<file path="src/rtl/rtc_snap_pkg.sv">
package rtc_snap_pkg;

    typedef struct packed {
        logic [7:0] year;
        logic [7:0] month;
        logic [7:0] date;
        logic [7:0] dow;
        logic [7:0] hours;
        logic [7:0] mins;
        logic [6:0] secs;
    } rtc_time_t;

    typedef logic [7:1][7:0] time_bytes_t;

    localparam int unsigned REG_COUNT = 8;
    localparam int unsigned OFS_W     = $clog2(REG_COUNT);

    localparam logic [OFS_W-1:0] OFS_CTRL = 3'd0;
    localparam logic [OFS_W-1:0] OFS_SEC  = 3'd1;

    localparam int CTRL_WFRZ = 7;
    localparam int CTRL_RFRZ = 6;

    localparam rtc_time_t TIME_AT_RESET = '{
        year: 8'h00, month: 8'h01, date: 8'h01, dow: 8'h01,
        hours: 8'h00, mins: 8'h00, secs: 7'h00
    };

    function automatic logic [7:0] bcd_inc8(input logic [7:0] v);
        logic [7:0] r;
        if (v[3:0] == 4'd9) r = {v[7:4] + 4'd1, 4'd0};
        else                r = v + 8'd1;
        return r;
    endfunction

    function automatic logic is_leap(input logic [7:0] yr);
        logic [4:0] m;
        m = {yr[7:4], 1'b0} + {1'b0, yr[3:0]};
        return (m[1:0] == 2'b00);
    endfunction

    function automatic logic [7:0] month_last(input logic [7:0] mo, input logic [7:0] yr);
        logic [7:0] r;
        case (mo)
            8'h02:                     r = is_leap(yr) ? 8'h29 : 8'h28;
            8'h04, 8'h06, 8'h09, 8'h11: r = 8'h30;
            default:                   r = 8'h31;
        endcase
        return r;
    endfunction

    function automatic time_bytes_t to_bytes(input rtc_time_t t);
        time_bytes_t b;
        b[1] = {1'b0, t.secs};
        b[2] = t.mins;
        b[3] = t.hours;
        b[4] = t.dow;
        b[5] = t.date;
        b[6] = t.month;
        b[7] = t.year;
        return b;
    endfunction

    function automatic rtc_time_t from_bytes(input time_bytes_t b);
        rtc_time_t t;
        t.secs  = b[1][6:0];
        t.mins  = b[2];
        t.hours = b[3];
        t.dow   = b[4];
        t.date  = b[5];
        t.month = b[6];
        t.year  = b[7];
        return t;
    endfunction

endpackage

</file>
<file path="src/rtl/rtc_live_counter.sv">
module rtc_live_counter
    import rtc_snap_pkg::*;
#(
    parameter int unsigned SUBDIV = 8
) (
    input  logic      clk,
    input  logic      rst,
    input  logic      phase_tick,
    input  logic      osc_stop,
    input  logic      load,
    input  rtc_time_t load_val,
    output rtc_time_t live,
    output logic      sec_evt
);
    localparam int unsigned PH_W = (SUBDIV > 2) ? $clog2(SUBDIV) : 1;
    localparam logic [PH_W-1:0] PH_LAST = PH_W'(SUBDIV - 1);

    logic [PH_W-1:0] phase_q;
    rtc_time_t       live_q;
    rtc_time_t       nxt;

    assign sec_evt = phase_tick && !osc_stop && !load && (phase_q == PH_LAST);
    assign live    = live_q;

    always_ff @(posedge clk) begin
        if (rst || load || osc_stop) phase_q <= '0;
        else if (phase_tick)         phase_q <= (phase_q == PH_LAST) ? '0 : phase_q + 1'b1;
    end

    always_comb begin
        nxt = live_q;
        if (live_q.secs == 7'h59) begin
            nxt.secs = '0;
            if (live_q.mins == 8'h59) begin
                nxt.mins = '0;
                if (live_q.hours == 8'h23) begin
                    nxt.hours = '0;
                    nxt.dow   = (live_q.dow == 8'h07) ? 8'h01 : bcd_inc8(live_q.dow);
                    if (live_q.date == month_last(live_q.month, live_q.year)) begin
                        nxt.date = 8'h01;
                        if (live_q.month == 8'h12) begin
                            nxt.month = 8'h01;
                            nxt.year  = (live_q.year == 8'h99) ? 8'h00 : bcd_inc8(live_q.year);
                        end else begin
                            nxt.month = bcd_inc8(live_q.month);
                        end
                    end else begin
                        nxt.date = bcd_inc8(live_q.date);
                    end
                end else begin
                    nxt.hours = bcd_inc8(live_q.hours);
                end
            end else begin
                nxt.mins = bcd_inc8(live_q.mins);
            end
        end else begin
            nxt.secs = 7'(bcd_inc8({1'b0, live_q.secs}));
        end
    end

    always_ff @(posedge clk) begin
        if (rst)          live_q <= TIME_AT_RESET;
        else if (load)    live_q <= load_val;
        else if (sec_evt) live_q <= nxt;
    end

    assert_stop_freezes_R9: assert property (@(posedge clk) disable iff (rst)
        (osc_stop && !load) |=> $stable(live_q));

    assert_commit_loads_R8: assert property (@(posedge clk) disable iff (rst)
        load |=> (live_q == $past(load_val)));

    assert_commit_phase_R8: assert property (@(posedge clk) disable iff (rst)
        load |=> (phase_q == '0));

endmodule

</file>
<file path="src/rtl/rtc_mirror_regs.sv">
module rtc_mirror_regs
    import rtc_snap_pkg::*;
(
    input  logic                 clk,
    input  logic                 rst,
    input  logic                 sec_evt,
    input  rtc_time_t            live,
    input  logic                 host_wr,
    input  logic [OFS_W-1:0]     host_ofs,
    input  logic [7:0]           host_wdata,
    output logic [REG_COUNT-1:0][7:0] reg_view,
    output logic [5:0]           cal_setting,
    output logic                 osc_stop,
    output logic                 load,
    output rtc_time_t            load_val
);
    logic [7:0]  ctrl_q;
    logic        stop_q;
    logic        refresh_pend_q;
    logic [7:0]  fld_q [1:7];
    time_bytes_t live_b;
    time_bytes_t reset_b;
    time_bytes_t fld_b;
    logic        frozen;
    logic        ctrl_wr;

    assign live_b  = to_bytes(live);
    assign reset_b = to_bytes(TIME_AT_RESET);
    assign frozen  = ctrl_q[CTRL_WFRZ] | ctrl_q[CTRL_RFRZ];
    assign ctrl_wr = host_wr && (host_ofs == OFS_CTRL);
    assign load    = ctrl_wr && ctrl_q[CTRL_WFRZ] && !host_wdata[CTRL_WFRZ];

    always_ff @(posedge clk) begin
        if (rst) begin
            ctrl_q         <= '0;
            stop_q         <= 1'b1;
            refresh_pend_q <= 1'b0;
        end else begin
            refresh_pend_q <= sec_evt && !frozen;
            if (ctrl_wr) ctrl_q <= host_wdata;
            if (host_wr && host_ofs == OFS_SEC) stop_q <= host_wdata[7];
        end
    end

    for (genvar gi = 1; gi <= 7; gi++) begin : g_fld
        localparam logic [7:0] KEEP = (gi == 1) ? 8'h7F : 8'hFF;
        always_ff @(posedge clk) begin
            if (rst)                                        fld_q[gi] <= reset_b[gi];
            else if (refresh_pend_q)                        fld_q[gi] <= live_b[gi];
            else if (host_wr && host_ofs == OFS_W'(gi))     fld_q[gi] <= host_wdata & KEEP;
        end
        assign fld_b[gi] = fld_q[gi];
        if (gi == 1) begin : g_sec_view
            assign reg_view[gi] = {stop_q, fld_q[gi][6:0]};
        end else begin : g_plain_view
            assign reg_view[gi] = fld_q[gi];
        end
    end

    assign reg_view[0]  = ctrl_q;
    assign cal_setting  = ctrl_q[5:0];
    assign osc_stop     = stop_q;
    assign load_val     = from_bytes(fld_b);

    assert_freeze_holds_R4: assert property (@(posedge clk) disable iff (rst)
        (frozen && !refresh_pend_q && !(host_wr && host_ofs != OFS_CTRL))
        |=> $stable(reg_view[7:1]));

    assert_refresh_completes_R5: assert property (@(posedge clk) disable iff (rst)
        refresh_pend_q |=> ((reg_view[1][6:0] == $past(live.secs)) &&
                            (reg_view[7] == $past(live.year))));

    assert_wfreeze_priority_R11: assert property (@(posedge clk) disable iff (rst)
        (ctrl_q[CTRL_WFRZ] && sec_evt) |=> !refresh_pend_q);

    assert_cal_written_R10: assert property (@(posedge clk) disable iff (rst)
        ctrl_wr |=> (cal_setting == $past(host_wdata[5:0])));

endmodule

</file>
<file path="src/rtl/rtc_host_ram.sv">
module rtc_host_ram #(
    parameter int unsigned AW    = 8,
    parameter int unsigned DEPTH = 248
) (
    input  logic          clk,
    input  logic          we,
    input  logic [AW-1:0] addr,
    input  logic [7:0]    wdata,
    output logic [7:0]    rdata
);
    logic [7:0] mem_q [DEPTH];

    always_ff @(posedge clk) begin
        if (we) mem_q[addr] <= wdata;
        rdata <= mem_q[addr];
    end

endmodule

</file>
<file path="src/rtl/rtc_snapshot_ctrl.sv">
module rtc_snapshot_ctrl
    import rtc_snap_pkg::*;
#(
    parameter int unsigned ADDR_W = 8,
    parameter int unsigned SUBDIV = 8
) (
    input  logic              clk,
    input  logic              rst,
    input  logic              phase_tick,
    input  logic [ADDR_W-1:0] bus_addr,
    input  logic              bus_wr,
    input  logic [7:0]        bus_wdata,
    output logic [7:0]        bus_rdata,
    output logic [5:0]        cal_setting,
    output logic              osc_running
);
    localparam int unsigned RAM_DEPTH = (2 ** ADDR_W) - REG_COUNT;

    logic                        in_win;
    logic [OFS_W-1:0]            ofs;
    logic [ADDR_W-1:0]           ram_addr;
    logic                        win_q;
    logic [7:0]                  reg_rd_q;
    logic [7:0]                  ram_rdata;
    logic [REG_COUNT-1:0][7:0]   reg_view;
    logic                        osc_stop;
    logic                        load;
    logic                        sec_evt;
    rtc_time_t                   load_val;
    rtc_time_t                   live;

    assign in_win   = &bus_addr[ADDR_W-1:OFS_W];
    assign ofs      = bus_addr[OFS_W-1:0];
    assign ram_addr = in_win ? '0 : bus_addr;

    rtc_live_counter #(.SUBDIV(SUBDIV)) u_counter (
        .clk(clk), .rst(rst), .phase_tick(phase_tick), .osc_stop(osc_stop),
        .load(load), .load_val(load_val), .live(live), .sec_evt(sec_evt)
    );

    rtc_mirror_regs u_mirror (
        .clk(clk), .rst(rst), .sec_evt(sec_evt), .live(live),
        .host_wr(bus_wr && in_win), .host_ofs(ofs), .host_wdata(bus_wdata),
        .reg_view(reg_view), .cal_setting(cal_setting), .osc_stop(osc_stop),
        .load(load), .load_val(load_val)
    );

    rtc_host_ram #(.AW(ADDR_W), .DEPTH(RAM_DEPTH)) u_ram (
        .clk(clk), .we(bus_wr && !in_win), .addr(ram_addr),
        .wdata(bus_wdata), .rdata(ram_rdata)
    );

    always_ff @(posedge clk) begin
        if (rst) begin
            win_q    <= 1'b0;
            reg_rd_q <= '0;
        end else begin
            win_q    <= in_win;
            reg_rd_q <= reg_view[ofs];
        end
    end

    assign bus_rdata   = win_q ? reg_rd_q : ram_rdata;
    assign osc_running = !osc_stop;

    assert_window_read_R1: assert property (@(posedge clk) disable iff (rst)
        (in_win && !bus_wr) |=> (bus_rdata == $past(reg_view[ofs])));

endmodule

</file>
<file path="config.mk">
export PLATFORM = sky130hd
export DESIGN_NAME = rtc_snapshot_ctrl
export DESIGN_NICKNAME = d
export VERILOG_FILES = /design/src/rtl/rtc_snap_pkg.sv /design/src/rtl/rtc_live_counter.sv /design/src/rtl/rtc_mirror_regs.sv /design/src/rtl/rtc_host_ram.sv /design/src/rtl/rtc_snapshot_ctrl.sv
export SDC_FILE = /design/constraint.sdc
export NUM_CORES = 2
export LEC_CHECK = 0
export CAP_MARGIN = 20
export CORE_ASPECT_RATIO = 0.6
export CORE_MARGIN = 4
export CORE_UTILIZATION = 35
export CTS_CLUSTER_SIZE = 20
export DETAILED_ROUTE_END_ITERATION = 10
export PLACE_DENSITY = 0.47
export SYNTH_ARGS = -nofsm -noshare
export SYNTH_HDL_FRONTEND = slang
export SYNTH_SLANG_ARGS = --single-unit
</file>
<file path="constraint.sdc">
create_clock -name clk -period 6.87 [get_ports clk]
set_input_delay 1.374 -clock clk [delete_from_list [all_inputs] [get_ports clk]]
set_output_delay 1.374 -clock clk [all_outputs]
set_load 0.05 [all_outputs]
</file>
==> summary.txt <==
Critical path
  • RR Startpoint: u_counter.phase_q[0]$_SDFFE_PP0P_
  • Max FO, Critical Path: 19
  • Reg-to-reg endpoint: u_counter.live[51]$_SDFFE_PP0P_
  • Kind of critical path: in2reg
  • R2r setup slk: 3.13 ns
  • Critical Path Sink: u_ram.rdata[2]$_DFF_P_
  • Reg2reg path depth: 11
  • WP data required: 7.55 ns
  • Worst EP arrival: 6.46 ns
  • Crit path launch: bus_addr[4]
  • Worst Setup Start Kind: primary input
  • CP endpoint kind: flip-flop

Floorplan
  • I/O Pins: 35
  • Die W: 641.6 µm
  • FP Rows: approximately 140
  • Die Footprint: 249000 µm²
  • Total core area: between 200000 and 250000 µm²
  • Die Ht: 388.1 µm
  • Initial Util: 0.3520

Power
  • Pwr/cell area: 280.9 nW/µm²
  • Pleak: around 30 nW
  • Power Total: 27.11 mW
  • Worst vdd ir: 0.0001879 V

Synthesis
  • Ys flop type: edfxtp_1
  • Area leader, netlist: edfxtp_1
  • Synth top area cells: edfxtp_1 (73%), a21oi_1 (2.8%), mux2i_1 (2.6%)
  • Synthesized Nets: ~5600
  • Top-area cell type share of the netlist area: 0.7264
  • Yosys reg bits: 2124
  • Sequential area share after synthesis: 0.7466
  • Yosys cell types: between 80 and 90
  • Synth Area per Inst: 15.20 µm²
  • Yosys synthesis warning count: 0
  • Post-Syn Area: 84290 µm²
  • Post-synth ARST share: 0
  • Post-synth EDFFs: just over 2000
  • Post-Synthesis Cells: roughly 5500

Finish
  • Final nets: around 5700
  • Post-Layout Inst Area: 96490 µm²
  • Fin util: 0.4029
  • Share of cells above drive strength 1: 0.1375
  • Most frequent cells in the layout: edfxtp_1 (2039), nor2_1 (527), a21oi_1 (471), buf_4 (299), a22oi_1 (289)
  • Area growth, synth to finish: 14.46%
  • Commonest non-fill, non-tap cell in the layout: edfxtp_1
  • Final Non-Filler Cells: 9029

STA
  • Slew Limit Headroom: 0.07531
  • RSZ-0062 raised after global routing: no
  • Setup Viol. Count Final: 0
  • Final TNS setup: 0 ns
  • Fmax: 172.9 MHz
  • Period minus WS final: 5.782 ns
  • Worst-Margin Slew: around 1.4 ns
  • Number of hold violations in the final report: 0
  • Worst Skew: roughly 0.045 ns
  • Fin. max-slew vios: 0
  • Fin crit share: 0.8416

Global routing
  • Gr ovfl total: 0
  • Initial antenna violation count: 9
  • First-pass GRT wire length: 420.3 mm
  • Total track usage: 0.2386
  • Vias in the first global route: between 40000 and 50000
  • Largest net degree at the start of global routing: between 150 and 200

Place
  • Final weighted congestion in routability-driven placement: 0.8706
  • Inst Count DP: 8660
  • Detailed Place HPWL: 189.6 mm
  • Cell Area, Placed: ~90000 µm²
  • IO Port Bufs: 34

Drt
  • Avg Vias per Cell: 5.982
  • First drt pass iteration count: 9
  • WL/cell: 33.77 µm
  • Drt drc: 0
  • Drt initial violations: 8449
  • ANT nets after route: 0
  • Total number of vias: ~54000
  • Final WL: 304.9 mm

Clock network
  • CTS tree: yes
  • Clock root buffer: clkbuf_16
  • Max clock buf depth: 4
  • H-Tree Depth: 4
  • Clk sink count: 2124
  • Clock slew at reported path FFs: about 0.06 ns
  • Worst skew pair latency: 0.86 ns
  • TritonCTS buffer count: 199
  • Post-CTS Resized: 0
  • Hold-fix buffers, CTS: 0
  • Post-CTS setup buffers: 0

Min path
  • Min-delay worst type: reg2reg
  • Worst Hold Depth: 2

Job
  • Max-capacitance violation count: 0

Status
  • Outcome: complete, no violations
[where the power goes]
group          switching [mW]  internal [mW]
Clock                    5.00           6.00
Sequential             0.0456           14.2
Combinational            1.37          0.457
Total                    6.42           20.7
[registers in the layout, indices dropped and copies added, names as in the netlist]
register / flops
reg_rd_q: 8
u_counter.live: 55
u_counter.phase_q: 3
u_mirror.ctrl_q: 8
u_mirror.fld_q: 55
u_mirror.osc_stop: 1
u_mirror.refresh_pend_q: 1
u_ram.mem_q: 1984
u_ram.rdata: 8
win_q: 1
[metrics by stage]
step	worst slack [ns]	hold slack, ns
after floorplan	2.461	0.4185
after global placement	0.4357	0.5090
after detailed placement	0.3177	0.5127
after CTS	1.196	0.5252
after global routing	1.031	0.5486
final	1.088	0.5243
[final cells by class]
class,instances,area [µm²]
fillers,21846,143000
flip-flops and latches,2124,62930
multi-input cells,2968,19790
clock buffers,235,5115
well taps,3172,3969
repair buffers,378,3475
clock inverters,125,1105
inverters,24,90.09
diodes,3,7.507
[Yosys cell counts (all sizes together), types with 7 or more instances]
library cell / n
ha: 28
clkbuf: 273
dfxtp: 85
o211a: 8
nand2: 200
mux4: 54
a21oi: 476
a22o: 55
nor4: 42
o21ai: 163
nor3: 74
a221oi: 49
a222oi: 56
a41oi: 12
a311oi: 7
nand4: 26
o2bb2ai: 18
a211oi: 37
o22ai: 156
a22oi: 289
a2111oi: 7
nor2: 536
and3: 7
a31oi: 26
buf: 155
nand3b: 7
edfxtp: 2039
a21boi: 14
o221ai: 87
nor2b: 22
o41ai: 10
nand2b: 34
nand3: 59
mux2: 68
inv: 24
o211ai: 9
and2: 9
mux2i: 218
[worst min-delay path by stage]
| stage | slack [ns] | to | startpoint |
|---|---|---|---|
| 6_report | 0.52 | u_counter.live[54]$_SDFFE_PP0P_ | u_counter.live[54]$_SDFFE_PP0P_ |
| 5_1_grt | 0.55 | u_counter.live[54]$_SDFFE_PP0P_ | u_counter.live[54]$_SDFFE_PP0P_ |
| 4_1_cts | 0.53 | u_counter.live[54]$_SDFFE_PP0P_ | u_counter.live[54]$_SDFFE_PP0P_ |
| 3_5_place_dp | 0.51 | u_counter.live[54]$_SDFFE_PP0P_ | u_counter.live[54]$_SDFFE_PP0P_ |
| 3_3_place_gp | 0.51 | u_counter.live[18]$_SDFFE_PP0P_ | u_mirror.fld_q[0][27]$_DFFE_PP_ |
| 2_1_floorplan | 0.42 | u_mirror.refresh_pend_q$_SDFF_PP0_ | u_mirror.ctrl_q[6]$_SDFFE_PP0N_ |
[layer usage]
metal  global-route usage  wire, µm
met1               0.3873    144300
met3              0.07966     37860
met2               0.3007    116500
met5                    0        12
met4              0.04802      6234
[cells by family (layout without fill, tap and decap cells)]
group,count (synthesis),count (layout),share of synthesized area
simple gates,1045,1045,0.05476
other cells,0,3,0
compound gates,1547,1547,0.1231
mux,340,340,0.04940
xor+xnor,8,8,0.0008313
buf+inv,452,762,0.02123
fa+ha+maj,28,28,0.004156
flops,2124,2124,0.7466
[critical path, stage by stage]
cell and delay, ns:
clkdlybuf4s50_1 0.59, buf_4 0.31, and3_1 0.60, a21oi_4 0.39, buf_12 0.29, buf_4 0.24
a222oi_1 0.39, a21oi_1 0.13, a2111oi_0 0.60, buf_4 0.25, o21ai_0 0.07, nor4b_1 0.98
o221ai_1 0.20
Note: power is estimated with default switching activity, not from simulation.
